<file path="src/rtl/frame_gate_pkg.sv">
package frame_gate_pkg;

    typedef enum logic [1:0] {
        GATE_IDLE  = 2'd0,
        GATE_ARMED = 2'd1,
        GATE_RUN   = 2'd2
    } gate_state_e;

    // Converts a programmed beat count into the value the counter is
    // compared with. Zero is folded onto a single-beat frame.
    function automatic logic [31:0] terminal_of(input logic [31:0] beats);
        return (beats == 32'd0) ? 32'd0 : beats - 32'd1;
    endfunction

endpackage

</file>
<file path="src/rtl/gate_fsm.sv">
module gate_fsm
    import frame_gate_pkg::*;
#(
    parameter int unsigned CNT_W = 16
) (
    input  logic             clk,
    input  logic             rst,
    input  logic             cfg_wr,
    input  logic [CNT_W-1:0] cfg_count,
    input  logic             m_tready,
    input  logic             last_fire,
    output gate_state_e      state,
    output logic [CNT_W-1:0] limit
);

    logic [CNT_W-1:0] wr_term;
    logic             pend_vld;
    logic [CNT_W-1:0] pend_lim;

    assign wr_term = CNT_W'(terminal_of(32'(cfg_count)));

    always_ff @(posedge clk) begin
        if (rst) begin
            state    <= GATE_IDLE;
            limit    <= '0;
            pend_vld <= 1'b0;
            pend_lim <= '0;
        end else begin
            unique case (state)
                GATE_IDLE: begin
                    if (cfg_wr) begin
                        limit <= wr_term;
                        state <= GATE_ARMED;
                    end
                end
                GATE_ARMED: begin
                    if (cfg_wr) limit <= wr_term;
                    if (m_tready) state <= GATE_RUN;
                end
                GATE_RUN: begin
                    if (last_fire) begin
                        pend_vld <= 1'b0;
                        if (cfg_wr) begin
                            limit <= wr_term;
                            state <= GATE_ARMED;
                        end else if (pend_vld) begin
                            limit <= pend_lim;
                            state <= GATE_ARMED;
                        end else begin
                            state <= GATE_IDLE;
                        end
                    end else if (cfg_wr) begin
                        pend_vld <= 1'b1;
                        pend_lim <= wr_term;
                    end
                end
                default: state <= GATE_IDLE;
            endcase
        end
    end


    arm_from_idle_chk: assert property (@(posedge clk) disable iff (rst)
        (state == GATE_IDLE && cfg_wr) |=> (state == GATE_ARMED))
        else $error("closed gate did not arm after a count write");


    armed_wait_chk: assert property (@(posedge clk) disable iff (rst)
        (state == GATE_ARMED && !m_tready) |=> (state == GATE_ARMED))
        else $error("armed gate left armed without consumer ready");


    pend_hold_chk: assert property (@(posedge clk) disable iff (rst)
        (state == GATE_RUN && pend_vld && !last_fire) |=> pend_vld)
        else $error("pending count lost during an open frame");


    limit_frozen_chk: assert property (@(posedge clk) disable iff (rst)
        (state == GATE_RUN && !last_fire) |=> $stable(limit))
        else $error("frame length changed while open");


    reset_idle_chk: assert property (@(posedge clk)
        rst |=> (state == GATE_IDLE && !pend_vld))
        else $error("reset did not return to closed");


    state_legal_chk: assert property (@(posedge clk) disable iff (rst)
        state != 2'd3)
        else $error("illegal state code");

endmodule

</file>
<file path="src/rtl/beat_counter.sv">
module beat_counter #(
    parameter int unsigned CNT_W = 16
) (
    input  logic             clk,
    input  logic             rst,
    input  logic             fire,
    input  logic [CNT_W-1:0] limit,
    output logic             at_limit
);

    logic [CNT_W-1:0] cnt;

    assign at_limit = (cnt == limit);

    always_ff @(posedge clk) begin
        if (rst) begin
            cnt <= '0;
        end else if (fire) begin
            cnt <= at_limit ? '0 : cnt + CNT_W'(1);
        end
    end


    cnt_stall_chk: assert property (@(posedge clk) disable iff (rst)
        !fire |=> $stable(cnt))
        else $error("beat count moved without a handshake");


    cnt_bound_chk: assert property (@(posedge clk) disable iff (rst)
        cnt <= limit)
        else $error("beat count passed the compare value");

endmodule

</file>
<file path="src/rtl/gate_datapath.sv">
module gate_datapath
    import frame_gate_pkg::*;
#(
    parameter int unsigned SB_W = 64
) (
    input  logic            clk,
    input  logic            rst,
    input  gate_state_e     state,
    input  logic            s_tvalid,
    input  logic            m_tready,
    input  logic            at_limit,
    input  logic [SB_W-1:0] s_sb,
    output logic            s_tready,
    output logic            m_tvalid,
    output logic            m_tlast,
    output logic            fire,
    output logic            last_fire,
    output logic [SB_W-1:0] m_sb
);

    logic running;

    assign running   = (state == GATE_RUN);
    assign m_tvalid  = running & s_tvalid;
    assign s_tready  = running ? m_tready : 1'b1;
    assign fire      = m_tvalid & m_tready;
    assign m_tlast   = running & at_limit;
    assign last_fire = fire & at_limit;

    // Payload and sideband travel in one packed word, copied bit for bit.
    for (genvar b = 0; b < SB_W; b++) begin : g_sb
        assign m_sb[b] = s_sb[b];
    end


    idle_quiet_chk: assert property (@(posedge clk) disable iff (rst)
        (state != GATE_RUN) |-> (!m_tvalid && s_tready))
        else $error("closed gate forwarded or stalled the source");


    done_exit_chk: assert property (@(posedge clk) disable iff (rst)
        last_fire |=> (state != GATE_RUN))
        else $error("gate stayed open after the last beat");

endmodule

</file>
<file path="src/rtl/axis_frame_gate.sv">
module axis_frame_gate
    import frame_gate_pkg::*;
#(
    parameter int unsigned DATA_W = 32,
    parameter int unsigned USER_W = 4,
    parameter int unsigned ID_W   = 5,
    parameter int unsigned DEST_W = 6,
    parameter int unsigned CNT_W  = 16
) (
    input  logic                  clk,
    input  logic                  rst,
    input  logic                  cfg_wr,
    input  logic [CNT_W-1:0]      cfg_count,
    input  logic                  s_tvalid,
    output logic                  s_tready,
    input  logic [DATA_W-1:0]     s_tdata,
    input  logic [DATA_W/8-1:0]   s_tkeep,
    input  logic [DATA_W/8-1:0]   s_tstrb,
    input  logic [USER_W-1:0]     s_tuser,
    input  logic [ID_W-1:0]       s_tid,
    input  logic [DEST_W-1:0]     s_tdest,
    output logic                  m_tvalid,
    input  logic                  m_tready,
    output logic [DATA_W-1:0]     m_tdata,
    output logic [DATA_W/8-1:0]   m_tkeep,
    output logic [DATA_W/8-1:0]   m_tstrb,
    output logic [USER_W-1:0]     m_tuser,
    output logic [ID_W-1:0]       m_tid,
    output logic [DEST_W-1:0]     m_tdest,
    output logic                  m_tlast,
    output logic [1:0]            state_o,
    output logic                  done_o
);

    localparam int unsigned KEEP_W = DATA_W / 8;
    localparam int unsigned SB_W   = DATA_W + 2 * KEEP_W + USER_W + ID_W + DEST_W;

    gate_state_e      state;
    logic [CNT_W-1:0] limit;
    logic             at_limit;
    logic             fire;
    logic             last_fire;
    logic [SB_W-1:0]  s_sb;
    logic [SB_W-1:0]  m_sb;

    assign s_sb = {s_tdata, s_tkeep, s_tstrb, s_tuser, s_tid, s_tdest};
    assign {m_tdata, m_tkeep, m_tstrb, m_tuser, m_tid, m_tdest} = m_sb;
    assign state_o = state;
    assign done_o  = last_fire;

    gate_fsm #(.CNT_W(CNT_W)) fsm_i (
        .clk       (clk),
        .rst       (rst),
        .cfg_wr    (cfg_wr),
        .cfg_count (cfg_count),
        .m_tready  (m_tready),
        .last_fire (last_fire),
        .state     (state),
        .limit     (limit)
    );

    beat_counter #(.CNT_W(CNT_W)) cnt_i (
        .clk      (clk),
        .rst      (rst),
        .fire     (fire),
        .limit    (limit),
        .at_limit (at_limit)
    );

    gate_datapath #(.SB_W(SB_W)) dp_i (
        .clk       (clk),
        .rst       (rst),
        .state     (state),
        .s_tvalid  (s_tvalid),
        .m_tready  (m_tready),
        .at_limit  (at_limit),
        .s_sb      (s_sb),
        .s_tready  (s_tready),
        .m_tvalid  (m_tvalid),
        .m_tlast   (m_tlast),
        .fire      (fire),
        .last_fire (last_fire),
        .m_sb      (m_sb)
    );

endmodule

</file>
<file path="config.mk">
export PLATFORM = sky130hd
export DESIGN_NAME = axis_frame_gate
export DESIGN_NICKNAME = d
export VERILOG_FILES = /design/src/rtl/frame_gate_pkg.sv /design/src/rtl/gate_fsm.sv /design/src/rtl/beat_counter.sv /design/src/rtl/gate_datapath.sv /design/src/rtl/axis_frame_gate.sv
export SDC_FILE = /design/constraint.sdc
export NUM_CORES = 1
export LEC_CHECK = 0
export ABC_AREA = 1
export BUFFER_PORTS_ARGS = -buffer_cell sky130_fd_sc_hd__buf_2
export CAP_MARGIN = 30
export CORE_MARGIN = 2
export CORE_UTILIZATION = 55
export CTS_BUF_LIST = sky130_fd_sc_hd__clkbuf_4
export DETAILED_ROUTE_END_ITERATION = 12
export GPL_TIMING_DRIVEN = 1
export HOLD_SLACK_MARGIN = 0.12
export PLACE_DENSITY = 0.92
export RECOVER_POWER = 25
export SYNTH_ARGS = -nofsm -noshare
export SYNTH_HDL_FRONTEND = slang
export SYNTH_HIERARCHICAL = 1
export SYNTH_SLANG_ARGS = --single-unit
</file>
<file path="constraint.sdc">
create_clock -name clk -period 4.2 [get_ports clk]
set_clock_uncertainty 0.15 [all_clocks]
set_input_delay 0 -clock clk [delete_from_list [all_inputs] [get_ports clk]]
set_output_delay 0 -clock clk [all_outputs]
set_load 0.01 [all_outputs]
</file>
After elaboration in Yosys (flattened, before gate mapping)
Index checks and enable logic that the tools add are counted.
{ "op_classes": {"n_eq_ne": 8, "reduce_logical": 9, "mux": 16, "bitwise": 5, "addsub": 2} }
{ "ops": {"columns": ["cell", "n"], "rows": [
  ["$mux W16", 6],
  ["$pmux W16 S2", 1],
  ["$add A16 B1 Y16 const B", 1],
  ["$eq A16 B16 Y1", 1],
  ["$logic_not A16 Y1", 1],
  ["$sub A16 B1 Y16 const B", 1],
  ["$mux W2", 4],
  ["$ne A2 B2 Y1 const B", 3],
  ["$pmux W2 S3", 1],
  ["$reduce_and A3 Y1", 2],
  ["$and A1 B1 Y1", 4],
  ["$mux W1", 4],
  ["$reduce_and A4 Y1", 1],
  ["$reduce_bool A2 Y1", 2],
  ["$ne A3 B3 Y1 const B", 1],
  ["$eq A2 B1 Y1 const B", 1],
  ["$eq A2 B2 Y1 const B", 1],
  ["$logic_not A2 Y1", 1],
  ["$ne A2 B1 Y1 const B", 1],
  ["$reduce_and A2 Y1", 1],
  ["$reduce_or A2 Y1", 1],
  ["$not A1 Y1", 1]
]} }
{ "word_totals": {"register_bits": 51} }

Longest topological paths before layout
Gate-level depths: netlist (run 1).
{ "logic_depth": {"depth_word": 6, "depth_mapped": 15} }

Modules after synthesis
Netlist (run 1), hierarchy kept.
{ "modules_own_cells": {"columns": ["mod", "area_per_inst_um2", "n_inst", "cells_each", "seq_area_each_um2"], "rows": [
  ["gate_fsm", 1945.6, 1, 274, 700.7],
  ["beat_counter", 1109.8, 1, 197, 320.3],
  ["gate_datapath", 457.9, 1, 66, 0.0]
]} }

Worst setup path after synthesis (run 1)
No wires, ideal clock.
{ "synth_path": {"path_kind": "reg2reg", "startpoint": "reg cnt_i.cnt[2]", "endpoint": "reg fsm_i.limit[13]", "arrival_time_ns": 2.015, "n_path_buf": 1, "path_slack_ns": 1.916, "path_stages_with_launch": 15, "setup_time_ns": 0.119, "t_required_ns": 3.931, "path_cell_list": "dfxtp_1 inv_1 nand2_1 nand2_1 nor2_1 nand2_1 nor4_1 inv_1 nor2_1 inv_1 nor2_1 o21ai_4 buf_6 a31oi_1 a21oi_1"} }
{ "synth_via": {"elab_chain_len": 4} }
{ "synth_rtl": {"columns": ["item", "line_no", "text"], "rows": [
  ["start, declared", "beat_counter.sv:11", "logic [CNT_W-1:0] cnt;"],
  ["start signal, assigned", "beat_counter.sv:19", "cnt <= at_limit ? '0 : cnt + CNT_W'(1);"],
  ["$eq A16 B16 Y1", "beat_counter.sv:13", "assign at_limit = (cnt == limit);"],
  ["via at_limit", "axis_frame_gate.sv:40", "logic at_limit;"],
  ["$and A1 B1 Y1", "gate_datapath.sv:28", "assign last_fire = fire & at_limit;"],
  ["via done_o", "axis_frame_gate.sv:32", "output logic done_o"],
  ["$ne A2 B2 Y1 (no source line)", null, null],
  ["$reduce_and A4 Y1 (no source line)", null, null],
  ["end signal, assigned", "gate_fsm.sv:37", "if (cfg_wr) limit <= wr_term;"],
  ["end signal, assigned", "gate_fsm.sv:44", "limit <= wr_term;"],
  ["end signal, assigned", "gate_fsm.sv:47", "limit <= pend_lim;"],
  ["end, declared", "gate_fsm.sv:13", "output logic [CNT_W-1:0] limit"]
]} }
The timed path passes the listed nets, and every way through them passes these cells.
A chain may end at the register's enable or synchronous reset.

Worst setup path after layout (run 1)
{ "layout_path": {"startpoint": "in cfg_count[3]", "endpoint": "reg fsm_i.limit[11]"} }
{ "layout_via": {"elab_chain_len": 5, "elab_cells_between_ends": 7, "cone_classes": "add/sub (1); mux (5); reduce/logical (1)"} }
{ "layout_rtl": {"columns": ["item", "line_no", "text"], "rows": [
  ["start, declared", "axis_frame_gate.sv:13", "input logic [CNT_W-1:0] cfg_count,"],
  ["$sub A16 B1 Y16 or $logic_not A16 Y1 (tied branches)", "frame_gate_pkg.sv:12", "return (beats == 32'd0) ? 32'd0 : beats - 32'd1;"],
  ["$mux W16 *", "frame_gate_pkg.sv:12", null],
  ["$mux W16", "gate_fsm.sv:43", "if (cfg_wr) begin"],
  ["$mux W16", "gate_fsm.sv:41", "if (last_fire) begin"],
  ["$pmux W16 S2 *", "gate_fsm.sv:29", "unique case (state)"],
  ["end signal, assigned", "gate_fsm.sv:32", "limit <= wr_term;"],
  ["end signal, assigned", "gate_fsm.sv:44", null],
  ["end signal, assigned", "gate_fsm.sv:47", null]
]} }
Every way passes the cells marked *; elsewhere a longest branch is shown, timed or not. The select of a mux whose other input is x is not followed.

==> impl_metrics.env, run 1 <==
export IMPL_fin_util=0.6739
export IMPL_rsz0062_at_grt="false"
export IMPL_grt_pass1_vias=3433
export IMPL_finalHoldViolations=0
export IMPL_crit_top_cell="dlygate4sd3_1"
export IMPL_worst_pin_slew_ns=0.8617
export IMPL_max_cap_viol_count=0
export IMPL_synthTopCellsByArea="dfxtp_1, nand2_1, buf_4, nor2_1, inv_1"
export IMPL_total_power_mw=1.020
export IMPL_io_buffers=26
export IMPL_status="finished, final reports clean"
export IMPL_dr_pass1_iters=5
export IMPL_yosysTopAreaCell="dfxtp_1"
export IMPL_cts_tree="done"
export IMPL_cp_cell_sequence="dlygate4sd3_1 > buf_2 > nor2_1 > dlygate4sd3_1 > nand2_1 > nor2_4 > dlygate4sd3_1 > nand2_1 > nand2_1 > dlygate4sd3_1 > nand4_1 > a21oi_1"
export IMPL_fin_crit_ns=3.130
export IMPL_cts_root_buf="clkbuf_4"
export IMPL_nets=673
export IMPL_ys_types=34
export IMPL_htree_levels=2
export IMPL_clock_latency_ns=0.37
export IMPL_grt_total_usage=0.2512
export IMPL_fin_tns_setup_ns=0
export IMPL_num_rows=29
export IMPL_netlist_area_sq_mm=0.003513
export IMPL_vias=3704
export IMPL_p_per_area_mw_per_mm2=241.2
export IMPL_pin_count=137
export IMPL_synth_nets=615
export IMPL_max_slew_margin_rel=0.4242
export IMPL_cts_sinks=51
export IMPL_cp_end_kind="register"
export IMPL_cp_slowest_cell="dlygate4sd3_1"
export IMPL_yosys_warnings=6
export IMPL_dp_final_hpwl_mm=5.428
export IMPL_avgSynthCellArea_sq_um=6.543
export IMPL_area_growth_pct=20.41
export IMPL_grt_max_degree=34
export IMPL_viasPerCell=5.504
export IMPL_holdPathStages=3
export IMPL_core_area_sq_mm=0.006277
export IMPL_cts_repair_resized=0
export IMPL_drtAntennaViolNets=0
export IMPL_antennaDiodeCount=0
export IMPL_min_path_type="in2reg"
export IMPL_setup_violations=0
export IMPL_max_stage_delay_ns=0.64
export IMPL_path_max_fanout=6
export IMPL_grt_pass1_wl_mm=14.75
export IMPL_drtIter0Drc=275
export IMPL_slew_violations=0
export IMPL_fin_crit_sh=0.7452
export IMPL_peakVddDrop_v=0.0001580
export IMPL_hold_ws_ns=0.3195
export IMPL_drc=0
export IMPL_fill_cells=440
export IMPL_critical_path_class="in2reg"
export IMPL_ys_seq_area_frac=0.2906
export IMPL_clkSlewWorstSetupHoldPaths_ns=0.16
export IMPL_clk_path_buf_depth=2
export IMPL_place_congestion=0.9349
export IMPL_post_synth_top_area_fraction=0.2906
export IMPL_critPathArrivalTime_ns=3.29
export IMPL_drive_gt1_frac=0.07718
export IMPL_worst_r2r_cell_count=11
export IMPL_start_kind="input port"
export IMPL_max_freq_ghz=0.3195
export IMPL_p_leak_nw=1.886
export IMPL_synthCells=537
export IMPL_numCtsBuffers=5
export IMPL_initial_core_util=0.5597
export IMPL_die_h_um=83.93
export IMPL_die_x_um=83.93
export IMPL_worstPathRequired_ns=4.36
export IMPL_routed_wl_mm=8.974
export IMPL_die_area_sq_mm=0.007043
export IMPL_overflow=0
export IMPL_synth_seq_cells=51
export IMPL_antenna_found_initial=0
export IMPL_wire_per_inst_um=13.33
## per-layer routing
| metal | global-route usage | part of all wire | wire length, um |
|---|---|---|---|
| met5 | 0 | 0 | 0 |
| met4 | 0.1408 | 0.041 | 366 |
| met3 | 0.02572 | 0.066 | 594 |
| met2 | 0.4480 | 0.50 | 4476 |
| met1 | 0.2915 | 0.39 | 3537 |
## flip-flops by register name (all words and copies together), names as in the netlist
name	cells
cnt_i/cnt	16
fsm_i/limit	16
fsm_i/pend_lim	16
fsm_i/pend_vld	1
fsm_i/state	2
## stage by stage
| step | cell area, sq um | cells | setup WS (ns) |
|---|---|---|---|
| final | 4230 | 673 | 1.070 |
| after global routing | 4230 | 673 | 0.9430 |
| after CTS | 4230 | 673 | 1.222 |
| after detailed placement | 3202 | 568 | 1.780 |
| after global placement | 3202 | 568 | 1.885 |
| after floorplan | 3513 | 537 | 1.916 |
## Yosys cell counts
cell type    n
nand2_1    115
nor2_1      64
inv_1       62
buf_4       55
dfxtp_1     51
a21oi_1     33
nand3_1     33
o21ai_1     24
a31oi_1     16
xor2_1      15
nand4_1     13
o21ai_0     11
buf_2        7
buf_6        7
nor3_1       5
clkbuf_1     3
nor2_4       3
ha_1         2
inv_2        2
nor2_2       2
a211oi_1     1
clkinv_1     1
inv_4        1
nand2_2      1
nand2_4      1
nand3_2      1
nor2_8       1
nor3b_1      1
nor4_1       1
o211a_1      1
o21ai_4      1
o21bai_1     1
or2_1        1
xnor2_1      1
## placed cells by master, fill, tap and decap left out
cell	n
a211oi_1	1
a21oi_1	33
a31oi_1	16
buf_2	26
clkbuf_4	5
clkinv_1	2
clkinv_4	1
clkinvlp_4	1
dfxtp_1	51
dlygate4sd3_1	97
ha_1	2
inv_1	62
inv_2	2
inv_4	1
nand2_1	115
nand2_2	1
nand2_4	1
nand3_1	33
nand3_2	1
nand4_1	13
nor2_1	64
nor2_2	2
nor2_4	3
nor2_8	1
nor3_1	5
nor3b_1	1
nor4_1	1
o211a_1	1
o21ai_0	11
o21ai_1	24
o21ai_4	1
o21bai_1	1
or2_1	1
xnor2_1	1
xor2_1	15
## worst max-delay path: cells and delay by family
kind	cells	cell delay, ns
buffers and inverters	5	2.53
AND/OR/NAND/NOR	6	0.59
AO/OA/AOI/OAI	1	0.17
## power by group
group          total (mW)  internal, mW  leakage (nW)  switching, mW
Clock               0.222        0.0646        0.0288          0.157
Sequential          0.534         0.510         0.416         0.0240
Combinational       0.265         0.121          1.44          0.144
## area by class of cell
type | instances | area (sq um) | area share
Multi-Input combinational cell | 348 | 1704 | 0.4028
Inverter | 66 | 250.2 | 0.05915
Tap cell | 77 | 96.34 | 0.02277
Clock buffer | 5 | 37.54 | 0.008873
Sequential cell | 51 | 1021 | 0.2413
Timing Repair Buffer | 123 | 1101 | 0.2603
Clock inverter | 3 | 20.02 | 0.004732
## what timing repair did
item / CTS / global route
setup endpoints to repair: 0 / 0
setup buffers: 0 / 0
hold buffers: 97 / 0
endpoints found under the hold margin: 106 / 0
## cells by family after synthesis
| kind of cell | synth area share |
|---|---|
| buffers and inverters | 0.2244 |
| xor gates and xnor gates | 0.03989 |
| adders and majority gates | 0.007121 |
| and+or+nand+nor | 0.3009 |
| AOI/OAI and AO/OA | 0.1371 |
| DFF | 0.2906 |
## worst paths after layout
check,start,endpoint,slack [ns]
min reg2reg,fsm_i/pend_vld$_SDFFE_PP0P_,fsm_i/pend_vld$_SDFFE_PP0P_,0.36
max reg2reg,fsm_i/state[1]$_SDFFE_PP0P_,cnt_i/cnt[13]$_SDFFE_PP0P_,1.55
min,rst,fsm_i/pend_vld$_SDFFE_PP0P_,0.32
max,cfg_count[3],fsm_i/limit[11]$_SDFFE_PP0P_,1.07
No activity file was read; power rests on OpenSTA's default activity.
==> run 2: changes to the inputs <==
--- a/config.mk
+++ b/config.mk
@@ -9,12 +9,12 @@
 export BUFFER_PORTS_ARGS = -buffer_cell sky130_fd_sc_hd__buf_2
 export CAP_MARGIN = 30
 export CORE_MARGIN = 2
-export CORE_UTILIZATION = 55
+export CORE_UTILIZATION = 46
 export CTS_BUF_LIST = sky130_fd_sc_hd__clkbuf_4
 export DETAILED_ROUTE_END_ITERATION = 12
 export GPL_TIMING_DRIVEN = 1
 export HOLD_SLACK_MARGIN = 0.12
-export PLACE_DENSITY = 0.92
+export PLACE_DENSITY = 0.82
 export RECOVER_POWER = 25
 export SYNTH_ARGS = -nofsm -noshare
 export SYNTH_HDL_FRONTEND = slang
==> constraint.sdc (replaced) <==
create_clock -name clk -period 2.65 [get_ports clk]
set_clock_uncertainty 0.15 [all_clocks]
set_input_delay 0 -clock clk [delete_from_list [all_inputs] [get_ports clk]]
set_output_delay 0 -clock clk [all_outputs]
set_load 0.01 [all_outputs]
==> run 2 against run 1 <==
Largest power group unchanged. Non-clock buffer count rose by 2. Sequential power rose by 58%. Core utilization fell by 8.5 points. Worst setup slack got worse by 0.98 ns.
==> impl_metrics.env, run 2 (synthesized netlist as in run 1, its figures left out) <==
export IMPL_cp_end_kind="register"
export IMPL_wire_per_inst_um=12.27
export IMPL_clk_path_buf_depth=2
export IMPL_dp_cells=592
export IMPL_drtAntennaViolNets=0
export IMPL_max_slew_margin_rel=0.5088
export IMPL_timing_final_ws_setup_ns=0.09117
export IMPL_path_max_fanout=7
export IMPL_fin_tns_setup_ns=0
export IMPL_nets=675
export IMPL_htree_levels=2
export IMPL_max_cap_viol_count=0
export IMPL_p_sw_frac=0.3247
export IMPL_cp_cell_sequence="dlygate4sd3_1 > buf_2 > nor2_1 > nand2_1 > nor2_4 > xor2_1 > dlygate4sd3_1 > nand2_1 > dlygate4sd3_1 > a21oi_1"
export IMPL_worstPathRequired_ns=2.81
export IMPL_antennaDiodeCount=0
export IMPL_clock_latency_ns=0.37
export IMPL_critical_path_class="in2reg"
export IMPL_viasPerCell=5.099
export IMPL_dr_pass1_iters=5
export IMPL_drc=0
export IMPL_drtIter0Drc=166
export IMPL_grt_pass1_vias=3225
export IMPL_clkPwrFrac=0.231
export IMPL_max_freq_ghz=0.3908
export IMPL_power_share_sequential=0.513
export IMPL_num_rows=31
export IMPL_cts_root_buf="clkbuf_4"
export IMPL_p_comb_frac=0.255
export IMPL_stdcell_count=697
export IMPL_fin_crit_ns=2.559
export IMPL_grt_max_degree=34
export IMPL_finalHoldViolations=0
export IMPL_max_stage_delay_ns=0.61
export IMPL_vias=3554
export IMPL_cts_sinks=51
export IMPL_antenna_found_initial=0
export IMPL_hold_ws_ns=0.2719
export IMPL_place_ws_ns=0.2700
export IMPL_initial_core_util=0.4793
export IMPL_area_growth_pct=22.93
export IMPL_routed_wl_mm=8.554
export IMPL_dp_final_hpwl_mm=5.343
export IMPL_peakVddDrop_v=0.0002025
export IMPL_final_common_cell="nand2_1"
export IMPL_largestRegisters="cnt_i/cnt x16, fsm_i/limit x16, fsm_i/pend_lim x16"
export IMPL_min_path_type="in2reg"
export IMPL_die_x_um=91.40
export IMPL_slew_violations=0
export IMPL_grt_total_usage=0.1978
export IMPL_overflow=0
export IMPL_pin_count=137
export IMPL_total_power_mw=1.649
export IMPL_crit_top_cell="dlygate4sd3_1"
export IMPL_reg2reg_slack_ns=0.20
export IMPL_most_common_layout_cells="nand2_1, dlygate4sd3_1, nor2_1, inv_1, dfxtp_1"
export IMPL_clkSlewWorstSetupHoldPaths_ns=0.16
export IMPL_io_buffers=26
export IMPL_numCtsBuffers=5
export IMPL_place_congestion=0.8643
export IMPL_critPathArrivalTime_ns=2.72
export IMPL_die_h_um=91.40
export IMPL_fill_cells=613
export IMPL_status="finished, final reports clean"
export IMPL_core_area_sq_mm=0.007331
export IMPL_p_int_mw=1.114
export IMPL_start_kind="input port"
export IMPL_drive_gt1_frac=0.1104
export IMPL_p_per_area_mw_per_mm2=381.8
export IMPL_p_leak_nw=1.908
export IMPL_grt_pass1_wl_mm=13.99
export IMPL_fin_crit_sh=0.9656
export IMPL_p_sw_mw=0.5354
export IMPL_worst_pin_slew_ns=0.7322
export IMPL_seq_area_sq_mm=0.001032
export IMPL_cts_tree="done"
export IMPL_multi_input_area_sq_mm=0.001737
export IMPL_cp_slowest_cell="dlygate4sd3_1"
export IMPL_die_area_sq_mm=0.008353
export IMPL_setup_violations=0
==> run 2: changes by cell type in the layout (fill, tap and decap cells not counted), sizes merged <==
cell	previous run	this run
dlygate4sd3	97	96
buf	26	29
clkinvlp	1	0
inv	65	66
==> run 2: stage by stage <==
stage	area, sq um	utilization
2_1_floorplan	3513	-
3_3_place_gp	3244	0.4426
3_5_place_dp	3244	0.4426
4_1_cts	4265	0.5818
5_1_grt	4319	0.5892
6_report	4319	0.5892
==> run 2: cell type report <==
type                       count  area share
clock buffer                   5    0.008691
clock inverter                 3    0.005214
inverter                      66     0.05852
multi-input combinational    348      0.4021
sequential                    51      0.2390
tap                           99     0.02868
timing repair buffer         125      0.2578
==> run 2: worst paths after layout <==
check / startpoint / cells after the start / to
max: cfg_count[2] / 10 / fsm_i/pend_lim[7]$_SDFFE_PP0P_
min: rst / 3 / fsm_i/pend_vld$_SDFFE_PP0P_
max reg2reg: cnt_i/cnt[0]$_SDFFE_PP0P_ / 13 / fsm_i/state[1]$_SDFFE_PP0P_
min reg2reg: fsm_i/pend_vld$_SDFFE_PP0P_ / 2 / fsm_i/pend_vld$_SDFFE_PP0P_
==> run 2: critical path: cells and delay by family <==
| family | cells | cell delay, ns |
|---|---|---|
| simple gates | 4 | 0.59 |
| compound gates | 1 | 0.11 |
| xor+xnor | 1 | 0.18 |
| buf+inv | 4 | 1.84 |
==> run 2: per-layer routing <==
metal,vias to the layer above,share of wire,GRT usage
met2,163,0.51,0.3591
met3,13,0.062,0.02158
met4,0,0.015,0.06944
met1,1594,0.41,0.2395
met5,-,0,0
li1,1784,-,-
==> run 2: power by group through the flow <==
| stage | clock network [mW] | registers, mW | logic (mW) |
|---|---|---|---|
| floorplan | 0 | 0.851 | 0.298 |
| global placement | 0 | 0.860 | 0.259 |
| detailed placement | 0 | 0.861 | 0.265 |
| CTS | 0.380 | 0.844 | 0.402 |
| global route | 0.414 | 0.853 | 0.463 |
| finish | 0.382 | 0.846 | 0.421 |
==> run 2: timing repair <==
item | CTS | global route
hold buffers | 96 | 0
setup endpoints to repair | 0 | 29
hold endpoints to repair | 106 | 0
setup buffers | 0 | 1
gates resized for setup | 0 | 19
==> run 3: changes to the inputs <==
--- a/config.mk
+++ b/config.mk
@@ -5,7 +5,6 @@
 export SDC_FILE = /design/constraint.sdc
 export NUM_CORES = 1
 export LEC_CHECK = 0
-export ABC_AREA = 1
 export BUFFER_PORTS_ARGS = -buffer_cell sky130_fd_sc_hd__buf_2
 export CAP_MARGIN = 30
 export CORE_MARGIN = 2
==> run 3 against run 2 <==
Synthesized cell count shrank 22%. Count of clock-buffer cells in the layout unchanged. Worst setup slack got worse by 0.053 ns. Combinational power down 4%. Clock power down 4%. Non-clock buffer count increased by 13. Die area increased by 0.47%. Critical path depth did not move. Largest cell class unchanged.
==> impl_metrics.env, run 3 <==
export IMPL_most_common_layout_cells="dlygate4sd3_1, dfxtp_1, a21oi_1, nand2_1, buf_2"
export IMPL_r2r_start="fsm_i/state[1]$_SDFFE_PP0P_"
export IMPL_synthCells=417
export IMPL_place_congestion=0.9103
export IMPL_critPathArrivalTime_ns=2.79
export IMPL_peakVddDrop_v=0.0002119
export IMPL_htree_levels=2
export IMPL_pin_count=137
export IMPL_dr_pass1_iters=5
export IMPL_fill_cells=537
export IMPL_final_common_cell="dlygate4sd3_1"
export IMPL_worst_pin_slew_ns=0.6743
export IMPL_status="finished, final reports clean"
export IMPL_synth_nets=495
export IMPL_routed_wl_mm=11.06
export IMPL_clkSlewWorstSetupHoldPaths_ns=0.16
export IMPL_grt_max_degree=33
export IMPL_grt_pass1_wl_mm=16.83
export IMPL_num_rows=31
export IMPL_fin_crit_ns=2.611
export IMPL_finalHoldViolations=0
export IMPL_nets=559
export IMPL_largestRegisters="cnt_i/cnt x16, fsm_i/limit x16, fsm_i/pend_lim x16"
export IMPL_stdcell_count=581
export IMPL_endpoint="fsm_i/limit[6]$_SDFFE_PP0P_"
export IMPL_synth_edff_count=0
export IMPL_max_freq_ghz=0.3829
export IMPL_viasPerCell=6.274
export IMPL_max_slew_margin_rel=0.5500
export IMPL_path_max_fanout=6
export IMPL_post_synth_top_area_fraction=0.2892
export IMPL_drc=0
export IMPL_critical_path_class="in2reg"
export IMPL_cp_end_kind="register"
export IMPL_async_reset_ff_frac=0
export IMPL_drive_gt1_frac=0.1992
export IMPL_avgSynthCellArea_sq_um=8.467
export IMPL_area_growth_pct=26.26
export IMPL_worst_r2r_cell_count=6
export IMPL_hold_ws_ns=0.2217
export IMPL_synthTopCellsByArea="dfxtp_1, buf_4, xnor2_1, a21oi_1, o21ai_0"
export IMPL_synth_most_common_cell="buf_4"
export IMPL_start_kind="input port"
export IMPL_yosysTopAreaCell="dfxtp_1"
export IMPL_overflow=0
export IMPL_hp_start="cfg_count[2]"
export IMPL_max_cap_viol_count=0
export IMPL_die_x_um=91.61
export IMPL_grt_total_usage=0.2456
export IMPL_slew_violations=0
export IMPL_min_path_type="in2reg"
export IMPL_setup_violations=0
export IMPL_dp_cells=479
export IMPL_wire_per_inst_um=19.03
export IMPL_reg2reg_slack_ns=0.11
export IMPL_synth_seq_cells=51
export IMPL_drtIter0Drc=317
export IMPL_antennaDiodeCount=0
export IMPL_p_per_area_mw_per_mm2=359.6
export IMPL_dp_final_hpwl_mm=6.074
export IMPL_io_buffers=26
export IMPL_clock_latency_ns=0.39
export IMPL_initial_core_util=0.4817
export IMPL_critPathLaunch="cfg_count[0]"
export IMPL_die_h_um=91.61
export IMPL_cts_tree="done"
export IMPL_netlist_area_sq_mm=0.003531
export IMPL_ys_seq_area_frac=0.2892
export IMPL_synth_common_cells="buf_4, dfxtp_1, a21oi_1, nand2_1, o21ai_0"
export IMPL_synth_flop_cell="dfxtp_1"
export IMPL_die_area_sq_mm=0.008392
export IMPL_regToRegEndpoint="fsm_i/limit[15]$_SDFFE_PP0P_"
export IMPL_core_area_sq_mm=0.007331
export IMPL_vias=3645
export IMPL_total_power_mw=1.603
export IMPL_p_leak_nw=1.588
export IMPL_cts_sinks=51
export IMPL_ys_types=66
export IMPL_grt_pass1_vias=3446
export IMPL_fin_crit_sh=0.9855
export IMPL_numCtsBuffers=5
export IMPL_worstPathRequired_ns=2.82
export IMPL_clk_path_buf_depth=2
export IMPL_drtAntennaViolNets=0
export IMPL_yosys_warnings=6
export IMPL_antenna_found_initial=0
export IMPL_cts_root_buf="clkbuf_4"
==> run 3: cell count changes in the layout (fill, tap and decap cells not counted), sizes merged, moves of 7 or more <==
cell    before  now
and3         0    7
xor2        15    8
a31oi       16    2
o211ai       0   13
xnor2        1   23
nor2        70   15
o21ai       36   24
inv         66   11
nand3       34    8
buf         29   48
nand2      117   27
a211oi       1   18
==> run 3: layer usage <==
metal,global-route usage,share of wire
met1,0.2847,0.37
met2,0.4326,0.50
met3,0.05341,0.094
met4,0.1073,0.036
met5,0,0
==> run 3: cells by family (layout without fill, tap and decap cells) <==
group,Yosys count,count (layout),share of synthesized area
AOI/OAI and AO/OA,120,120,0.2417
xor gates and xnor gates,31,31,0.08115
adders and majority gates,2,2,0.007086
buffers and inverters,91,156,0.1648
DFF,51,51,0.2892
muxes,6,6,0.01736
and+or+nand+nor,116,116,0.1988
==> run 3: worst min path at each step <==
stage	cells past startpoint	end	slack, ns
4_1_cts	5	fsm_i/pend_lim[15]$_SDFFE_PP0P_	0.14
6_report	5	fsm_i/limit[11]$_SDFFE_PP0P_	0.22
3_3_place_gp	0	m_tdata[0]	-0.15
2_1_floorplan	1	m_tdata[0]	-0.06
5_1_grt	5	fsm_i/limit[11]$_SDFFE_PP0P_	0.22
3_5_place_dp	0	m_tdata[0]	-0.15
==> run 3: final cells by class <==
type / count / area [sq um] / share of cell area
Multi-Input combinational cell: 275 / 2002 / 0.4491
Timing Repair Buffer: 138 / 1212 / 0.2720
Sequential cell: 51 / 1027 / 0.2304
Tap cell: 99 / 123.9 / 0.02779
Clock buffer: 5 / 37.54 / 0.008420
Inverter: 10 / 37.54 / 0.008420
Clock inverter: 3 / 17.52 / 0.003929
==> run 3: metrics by stage <==
| stage | setup WS, ns | cell area, sq um | utilization | setup TNS, ns |
|---|---|---|---|---|
| after floorplan | -0.03795 | 3558 | - | -0.07590 |
| after global placement | 0.1890 | 3408 | 0.4649 | 0 |
| after detailed placement | 0.08521 | 3408 | 0.4649 | 0 |
| after CTS | 0.005395 | 4364 | 0.5953 | 0 |
| after global routing | -0.02021 | 4458 | 0.6081 | -0.02021 |
| final | 0.03853 | 4458 | 0.6081 | 0 |
==> run 3: power breakdown <==
group / internal [mW] / switching, mW / leakage [nW]
clock network: 0.103 / 0.263 / 0.0330
logic: 0.194 / 0.213 / 1.14
registers: 0.800 / 0.0310 / 0.418
total: 1.10 / 0.506 / 1.59
==> run 3: worst max-delay path, cell delays in order <==
cell and delay (ns):
dlygate4sd3_1 0.53, buf_2 0.15, inv_2 0.10, ha_4 0.17
nor3b_4 0.21, buf_4 0.18, dlygate4sd3_1 0.59, nand2_1 0.12
or4_1 0.56, a21oi_1 0.18
==> run 3: repair_timing <==
action,4_1_cts,5_1_grt
hold endpoints to repair,106,0
setup buffers,0,4
endpoints found under the setup margin,0,28
gates resized for setup,0,17
hold buffers,90,0
